==> src/rtl/loc_irq_ctrl.sv <==
module loc_irq_ctrl #(
  parameter int NUM_LOC = 5,
  parameter int LOC_W = 3,
  parameter int ADDR_W = 3,
  parameter logic [3:0] IRQ_NUM = 4'd5
) (
  input  logic              clk,
  input  logic              rst_n,
  input  logic              act_vld,
  input  logic [LOC_W-1:0]  act_loc,
  input  logic              bus_wr,
  input  logic [LOC_W-1:0]  bus_loc,
  input  logic [ADDR_W-1:0] bus_addr,
  input  logic [31:0]       bus_wdata,
  output logic [31:0]       bus_rdata,
  input  logic              evt_vld,
  input  logic [LOC_W-1:0]  evt_loc,
  input  logic [3:0]        evt_src,
  output logic              irq_o
);

  localparam logic [ADDR_W-1:0] OFS_EN   = ADDR_W'(0);
  localparam logic [ADDR_W-1:0] OFS_VEC  = ADDR_W'(1);
  localparam logic [ADDR_W-1:0] OFS_STAT = ADDR_W'(2);
  localparam logic [ADDR_W-1:0] OFS_CAP  = ADDR_W'(3);
  localparam logic [31:0] SRC_MASK = 32'h0000_0087;
  localparam logic [31:0] EN_MASK  = 32'h8000_0018 | SRC_MASK;
  localparam logic [31:0] CAP_VAL  = 32'h0000_0010 | SRC_MASK;
  localparam logic [31:0] EN_RST   = 32'h0000_0008;
  localparam logic [LOC_W:0] NLOC  = NUM_LOC[LOC_W:0];

  logic [NUM_LOC-1:0][31:0] en_q, sts_q, hit, after_clr;
  logic [NUM_LOC-1:0]       raise_v, drop_v;
  logic                     irq_q;

  wire        bus_loc_ok = {1'b0, bus_loc} < NLOC;
  wire        owner      = act_vld && (bus_loc == act_loc) && bus_loc_ok;
  wire        wr_en      = bus_wr && owner && (bus_addr == OFS_EN);
  wire        wr_clr     = bus_wr && owner && (bus_addr == OFS_STAT);
  wire        evt_ok     = evt_vld && ({1'b0, evt_loc} < NLOC);
  wire [31:0] evt_bits   = {24'b0, evt_src[3], 4'b0, evt_src[2:0]};
  wire [31:0] clr_bits   = bus_wdata & SRC_MASK;

  always_comb begin
    for (int k = 0; k < NUM_LOC; k++) begin
      hit[k] = (evt_ok && evt_loc == LOC_W'(k) && en_q[k][31]) ? (evt_bits & en_q[k]) : 32'b0;
      after_clr[k] = (wr_clr && bus_loc == LOC_W'(k)) ? (sts_q[k] & ~clr_bits) : sts_q[k];
      raise_v[k] = |hit[k];
      drop_v[k] = wr_clr && bus_loc == LOC_W'(k) && |clr_bits && |sts_q[k] && after_clr[k] == 32'b0;
    end
  end

  always_ff @(posedge clk) begin
    if (!rst_n) begin
      for (int k = 0; k < NUM_LOC; k++) begin
        en_q[k]  <= EN_RST;
        sts_q[k] <= 32'b0;
      end
      irq_q <= 1'b0;
    end else begin
      for (int k = 0; k < NUM_LOC; k++) begin
        if (wr_en && bus_loc == LOC_W'(k)) en_q[k] <= bus_wdata & EN_MASK;
        sts_q[k] <= after_clr[k] | hit[k];
      end
      if (|raise_v)     irq_q <= 1'b1;
      else if (|drop_v) irq_q <= 1'b0;
    end
  end

  assign irq_o = irq_q;

  always_comb begin
    bus_rdata = 32'b0;
    case (bus_addr)
      OFS_EN:   if (bus_loc_ok) bus_rdata = en_q[bus_loc];
      OFS_STAT: if (bus_loc_ok) bus_rdata = sts_q[bus_loc];
      OFS_VEC:  bus_rdata = {28'b0, IRQ_NUM};
      OFS_CAP:  bus_rdata = CAP_VAL;
      default:  bus_rdata = 32'b0;
    endcase
  end

endmodule

==> config.mk <==
export PLATFORM = sky130hd
export DESIGN_NAME = loc_irq_ctrl
export DESIGN_NICKNAME = d
export VERILOG_FILES = /design/src/rtl/loc_irq_ctrl.sv
export SDC_FILE = /design/constraint.sdc
export NUM_CORES = 1
export LEC_CHECK = 0
export BUFFER_PORTS_ARGS = -buffer_cell sky130_fd_sc_hd__buf_4
export CAP_MARGIN = 20
export CORE_ASPECT_RATIO = 0.8
export CORE_MARGIN = 2
export CORE_UTILIZATION = 32
export CTS_CLUSTER_SIZE = 30
export DETAILED_ROUTE_END_ITERATION = 6
export PLACE_DENSITY = 0.54
export SLEW_MARGIN = 25
export SYNTH_ARGS = -nofsm -noshare
export SYNTH_HDL_FRONTEND = slang
export SYNTH_SLANG_ARGS = --single-unit
==> constraint.sdc <==
create_clock -name clk -period 4.75 [get_ports clk]
set_clock_uncertainty 0.15 [all_clocks]
set_input_delay 0.7125 -clock clk [delete_from_list [all_inputs] [get_ports clk]]
set_output_delay 0.7125 -clock clk [all_outputs]
set_load 0.02 [all_outputs]
==> results.cfg, run 1 <==
[status]
outcome = finished, final reports clean

[cts]
cts_sinks = 56
clockBufferDepth = 2
cts_tree = built
htree_levels = 2
postCtsHoldBufs = 0
ctsRootBufferMaster = clkbuf_16
cts-resized-gates = 0
clk_latency_ns = 0.29
post-cts-setup-buffer-count = 0
cts.reportedPaths.clkPinSlew_ns = 0.07
cts_buffers = 5

[detailed_routing]
wirelength_um = 9719
drt_first_pass_iters = 5
detail_route.wl_per_cell_um = 17.90
via_count = 2915
drcViolationCount = 0
drtAntennaViolNets = 0
drt-initial-drc-count = 307
vias_per_cell = 5.368

[power_and_ir_drop]
power_mw = 0.9623
ir_worst_vdd_uv = 124.7
powerDensity_nw_per_um2 = 257.4
leakagePower_nw = 1.370

[logic_synthesis]
synth.avg_cell_area_um2 = 8.768
syn_inst = 381
ys_seq_area_frac = 0.3356
synth_edf_count = 0
synth_cell_types = 48
synth_compound_gate_area_share = 0.1655
synth-simple-area-share = 0.2150
ys_ff_latch = 56
synth-async-reset-ratio = 0
yosys_warnings = 0
synthAdderAreaFrac = 0
synth_top_flop_cell = dfxtp_1
synth_top_family_by_area = simple AND/OR/NAND/NOR gates
netlist_area_um2 = 3341
synth_xor_area_frac = 0.005243
synthMuxAreaShare = 0.1790

[floorplanning]
start_util = 0.3276
dieArea_um2 = 11280
die_x_um = 118.2
io_pins = 86
core_area_um2 = 10200
rows = 33
dieHeight_um = 95.39

[setup_path]
endpoint_kind = output pin
cp_slowest_cell = mux4_2
critPathRequiredTime_ns = 3.89
cp.arrival_ns = 2.30
critPathLaunchType = input pin
path_buf_inv = 2
cp_max_fo = 18
slowest_delay_ns = 0.58
cp_top_family = multiplexers
critPathKind = input pin to output pin
cp_cell_sequence = buf_4 > mux4_2 > a221oi_1 > a21oi_1 > nor2_1 > nor2_1 > buf_4

[worst_hold_path]
hold_class = flip-flop to flip-flop

[global_routing]
antenna_found_initial = 0
grt_max_degree = 34
first_global_vias = 2705
gr-usage-all-layers = 0.1801
grt_pass1_wl_um = 15590
grt-ovfl-total = 0

[timing]
finalMaxSlewViolations = 0
slew_headroom = 0.3586
fmax_mhz = 316.6
setup_tns_ns = 0
layout_setup_ws_ns = 1.592
tightestPinTransition_ns = 0.9532
rsz0062_at_grt = no
hold_viol = 0
timing.hold.ws_ns = 0.3160
period_minus_slack_ns = 3.158
finalSetupViolations = 0
fin_crit_sh = 0.6649

[job]
max-cap-violations = 0

[placement]
dp_slack_ns = 1.561
dpl.hpwl_um = 7227
io_buffers = 35
routabilityCongestion = 0.8948
dpl.cell_count = 535

[finish]
drive_gt1_frac = 0.1538
finalNonFillerCells = 543
num-nets-final = 455
diodes = 0
area_delta_synth_final_pct = 11.91
[Yosys cell counts, types with 2 or more instances]
cell,instances,share of area
dfxtp_1,56,0.34
nor2_1,49,0.055
nand2_1,38,0.043
mux2i_1,35,0.10
buf_4,25,0.056
o21a_1,18,0.040
a22oi_1,15,0.034
clkbuf_1,14,0.016
a21oi_1,12,0.018
mux4_2,11,0.074
nand3_1,11,0.016
o41ai_1,8,0.021
nand4_1,7,0.013
inv_1,6,0.0067
nor4_1,6,0.011
and3_1,5,0.0094
nor3_1,5,0.0075
nor2b_1,4,0.0075
o31ai_1,4,0.0090
or2_2,4,0.0075
a21boi_0,3,0.0067
buf_1,3,0.0034
buf_6,3,0.010
clkinv_1,3,0.0034
or3_1,3,0.0056
a221o_1,2,0.0060
a221oi_1,2,0.0052
and2_1,2,0.0037
buf_2,2,0.0030
nand4b_1,2,0.0052
nor3b_1,2,0.0045
nor4_4,2,0.013
o22ai_1,2,0.0037
o2bb2ai_1,2,0.0052
xor2_1,2,0.0052
[state kept, by name (all words and copies together), names as in the netlist]
name / count
en_q: 35
sts_q: 20
irq_o: 1
[power by group]
part / leakage, nW / switching, mW / total (mW) / internal (mW)
sequential: 0.451 / 0.000128 / 0.469 / 0.469
clock: 0.0701 / 0.173 / 0.384 / 0.211
combinational: 0.849 / 0.0781 / 0.109 / 0.0314
total: 1.37 / 0.251 / 0.962 / 0.711
[worst register-to-register path, cell delays in order (launching register included)]
cell      delay, ns
dfxtp_1        0.35
a222oi_1       0.38
o22ai_1        0.14
o41ai_1        0.50
o41ai_1        0.16
[cells in the final DEF, fill, tap and decap left out, drive strengths merged, types with 3 or more instances in the layout]
cell type / synthesis / layout
nor2b: 4 / 4
dfxtp: 56 / 56
inv: 6 / 6
nand3: 11 / 11
nand4: 7 / 7
conb: 1 / 25
mux4: 11 / 11
o21a: 18 / 18
nor2: 49 / 49
a22oi: 15 / 15
or3: 3 / 3
o41ai: 8 / 8
and3: 5 / 5
buf: 33 / 37
nor4: 8 / 8
a21boi: 3 / 3
o31ai: 4 / 4
a21oi: 12 / 12
clkbuf: 14 / 7
nand2: 38 / 38
clkinv: 3 / 3
or2: 4 / 4
nor3: 5 / 5
mux2i: 35 / 35
[metrics by stage]
step	utilization	cell area (um^2)
global route	0.3666	3739
CTS	0.3666	3739
floorplan	-	3431
detailed placement	0.3519	3588
finish	0.3666	3739
global placement	0.3519	3588
[per-layer routing]
layer | vias to the layer above | track usage | routed length, um
met3 | 9 | 0.03708 | 818
li1 | 1382 | - | -
met4 | 0 | 0.02912 | 93
met2 | 135 | 0.2712 | 4018
met1 | 1389 | 0.2683 | 4789
met5 | - | 0 | 0
[path summary, 6_finish.rpt]
kind | startpoint | end | slack [ns] | cells past startpoint
min reg2reg | en_q[100] | en_q[100] | 0.32 | 2
max reg2reg | en_q[33] | irq_o | 2.93 | 4
min | en_q[100] | en_q[100] | 0.32 | 2
max | bus_loc[0] | bus_rdata[0] | 1.59 | 7
[logic make-up (layout without fill, tap and decap cells)]
logic type / Yosys count / after routing
AOI/OAI and AO/OA: 75 / 75
xor gates and xnor gates: 2 / 2
buffers and inverters: 56 / 54
DFF: 56 / 56
muxes: 46 / 46
other: 1 / 25
and+or+nand+nor: 145 / 145
[cell type report]
class	count	area (um^2)
Fill cell	1058	6460
Inverter	9	33.78
Multi-Input combinational cell	293	1981
Clock buffer	7	142.6
Timing Repair Buffer	37	277.8
Clock inverter	1	7.507
Tap cell	140	175.2
Sequential cell	56	1121
Note: power is estimated with default switching activity, not from simulation.
==> inputs of run 2 (changes only) <==
--- a/config.mk
+++ b/config.mk
@@ -12,7 +12,7 @@
 export CORE_UTILIZATION = 32
 export CTS_CLUSTER_SIZE = 30
 export DETAILED_ROUTE_END_ITERATION = 6
-export PLACE_DENSITY = 0.54
+export PLACE_DENSITY = 0.56
 export SLEW_MARGIN = 25
 export SYNTH_ARGS = -nofsm -noshare
 export SYNTH_HDL_FRONTEND = slang
==> constraint.sdc (replaced) <==
create_clock -name clk -period 2.6 [get_ports clk]
set_clock_uncertainty 0.15 [all_clocks]
set_input_delay 0.39 -clock clk [delete_from_list [all_inputs] [get_ports clk]]
set_output_delay 0.39 -clock clk [all_outputs]
set_load 0.02 [all_outputs]
==> run 2 against run 1 <==
Compared with the run above: final cell count is 2.4% higher; sequential share of layout area decreased by 1.0 points; clock-buffer cell count is 1 lower; via count up 2.6%; routed wire length rose by 3.5%; worst hold slack worse by 0.12 ns; critical endpoint unchanged; largest power group unchanged.
==> results.cfg, run 2 (same netlist as run 1, synthesis figures left out) <==
[placement]
dp_slack_ns = 0.1335
dpl.hpwl_um = 7641
dpl_cell_area_um2 = 3699
dpl.cell_count = 548
io_buffers = 35
routabilityCongestion = 0.9164

[cts]
clockBufferDepth = 2
clk_latency_ns = 0.29
postCtsHoldBufs = 0
htree_levels = 2
cts_tree = built
cts.reportedPaths.clkPinSlew_ns = 0.08
cts-resized-gates = 0
ctsRootBufferMaster = clkbuf_16
post-cts-setup-buffer-count = 0
cts_sinks = 56
cts_buffers = 5

[detailed_routing]
drt-initial-drc-count = 249
drcViolationCount = 0
via_count = 2990
wirelength_um = 10060
drtAntennaViolNets = 0
vias_per_cell = 5.378
drt_first_pass_iters = 5
detail_route.wl_per_cell_um = 18.09

[finish]
regArea_um2 = 1121
drive_gt1_frac = 0.1803
diodes = 0
finalNonFillerCells = 556
largest_reg_flops = 35
area_delta_synth_final_pct = 15.84
layout_commonest_cell = dfxtp_1
fill_cells = 1047
top_register = en_q
final_cell_mix = dfxtp_1, nor2_1, buf_4
multi_input_area_um2 = 1981
final_cell_area_um2 = 3870
num-nets-final = 468

[floorplanning]
die_x_um = 118.2
io_pins = 86
core_area_um2 = 10200
start_util = 0.3276
dieArea_um2 = 11280
dieHeight_um = 95.39
rows = 33

[setup_path]
rr_worst_depth = 4
cp_max_fo = 4
critPathRequiredTime_ns = 2.06
critPathLaunchType = flip-flop
cp.arrival_ns = 1.83
critPathKind = flip-flop to output pin
endpoint_kind = output pin

[timing]
fin_crit_sh = 0.9127
layout_setup_ws_ns = 0.2270
setup_tns_ns = 0
rsz0062_at_grt = no
period_minus_slack_ns = 2.373
fmax_mhz = 421.4
finalMaxSlewViolations = 0
hold_viol = 0
finalSetupViolations = 0

[worst_hold_path]
whs_path_depth = 3
hold_class = input pin to flip-flop

[global_routing]
grt_max_degree = 34
grt_pass1_wl_um = 16010
grt-ovfl-total = 0
antenna_found_initial = 0
gr-usage-all-layers = 0.1840
first_global_vias = 2866

[power_and_ir_drop]
powerDensity_nw_per_um2 = 478.8
leakagePower_nw = 1.452
power_mw = 1.853
ir_worst_vdd_uv = 330.0

[status]
outcome = finished, final reports clean

[job]
max-cap-violations = 0
run 2: changes by cell type in the layout (fill, tap and decap cells not counted):
| cell | delta |
|---|---|
| buf_12 | +1 |
| buf_4 | +11 |
| buf_6 | +1 |
| bufinv_16 | +1 |
| clkbuf_8 | -1 |
| clkinvlp_4 | -1 |
| inv_6 | +1 |
run 2: critical path: stages, from the launching register on:
cell      delay [ns]
dfxtp_1         0.36
mux4_2          0.50
a221oi_1        0.30
a21oi_1         0.09
nor2_1          0.10
nor2_1          0.04
buf_4           0.15
run 2: path summary, 6_finish.rpt:
check | endpoint | slack (ns) | startpoint
setup / recovery | bus_rdata[0] | 0.23 | en_q[32]
hold / removal | en_q[132] | 0.20 | bus_wdata[4]
setup reg to reg | irq_o | 0.75 | en_q[34]
hold reg to reg | en_q[36] | 0.31 | en_q[36]
run 2: metrics by stage:
step                utilization  hold WS [ns]
floorplan                     -        0.2817
finish                   0.3795        0.2010
global placement         0.3627        0.2948
global route             0.3795        0.2080
detailed placement       0.3627        0.3077
CTS                      0.3791        0.2041
run 2: layer usage:
metal,wire length [um],vias up,track usage
met2,4255,144,0.2799
met3,911,6,0.04306
li1,-,1404,-
met4,76,0,0.04317
met1,4813,1436,0.2641
met5,0,-,0
run 2: report_power, final:
part           internal [mW]  switching [mW]  total (mW)
registers              0.857        0.000247       0.857
clock network          0.460           0.322       0.782
logic                 0.0674           0.146       0.214
run 2: area by class of cell:
class	instances	share of cell area
clock buffer	6	0.03330
clock inverter	2	0.01002
inverter	9	0.008729
multi-input combinational	293	0.5118
sequential	56	0.2897
tap	140	0.04526
timing repair buffer	50	0.1012
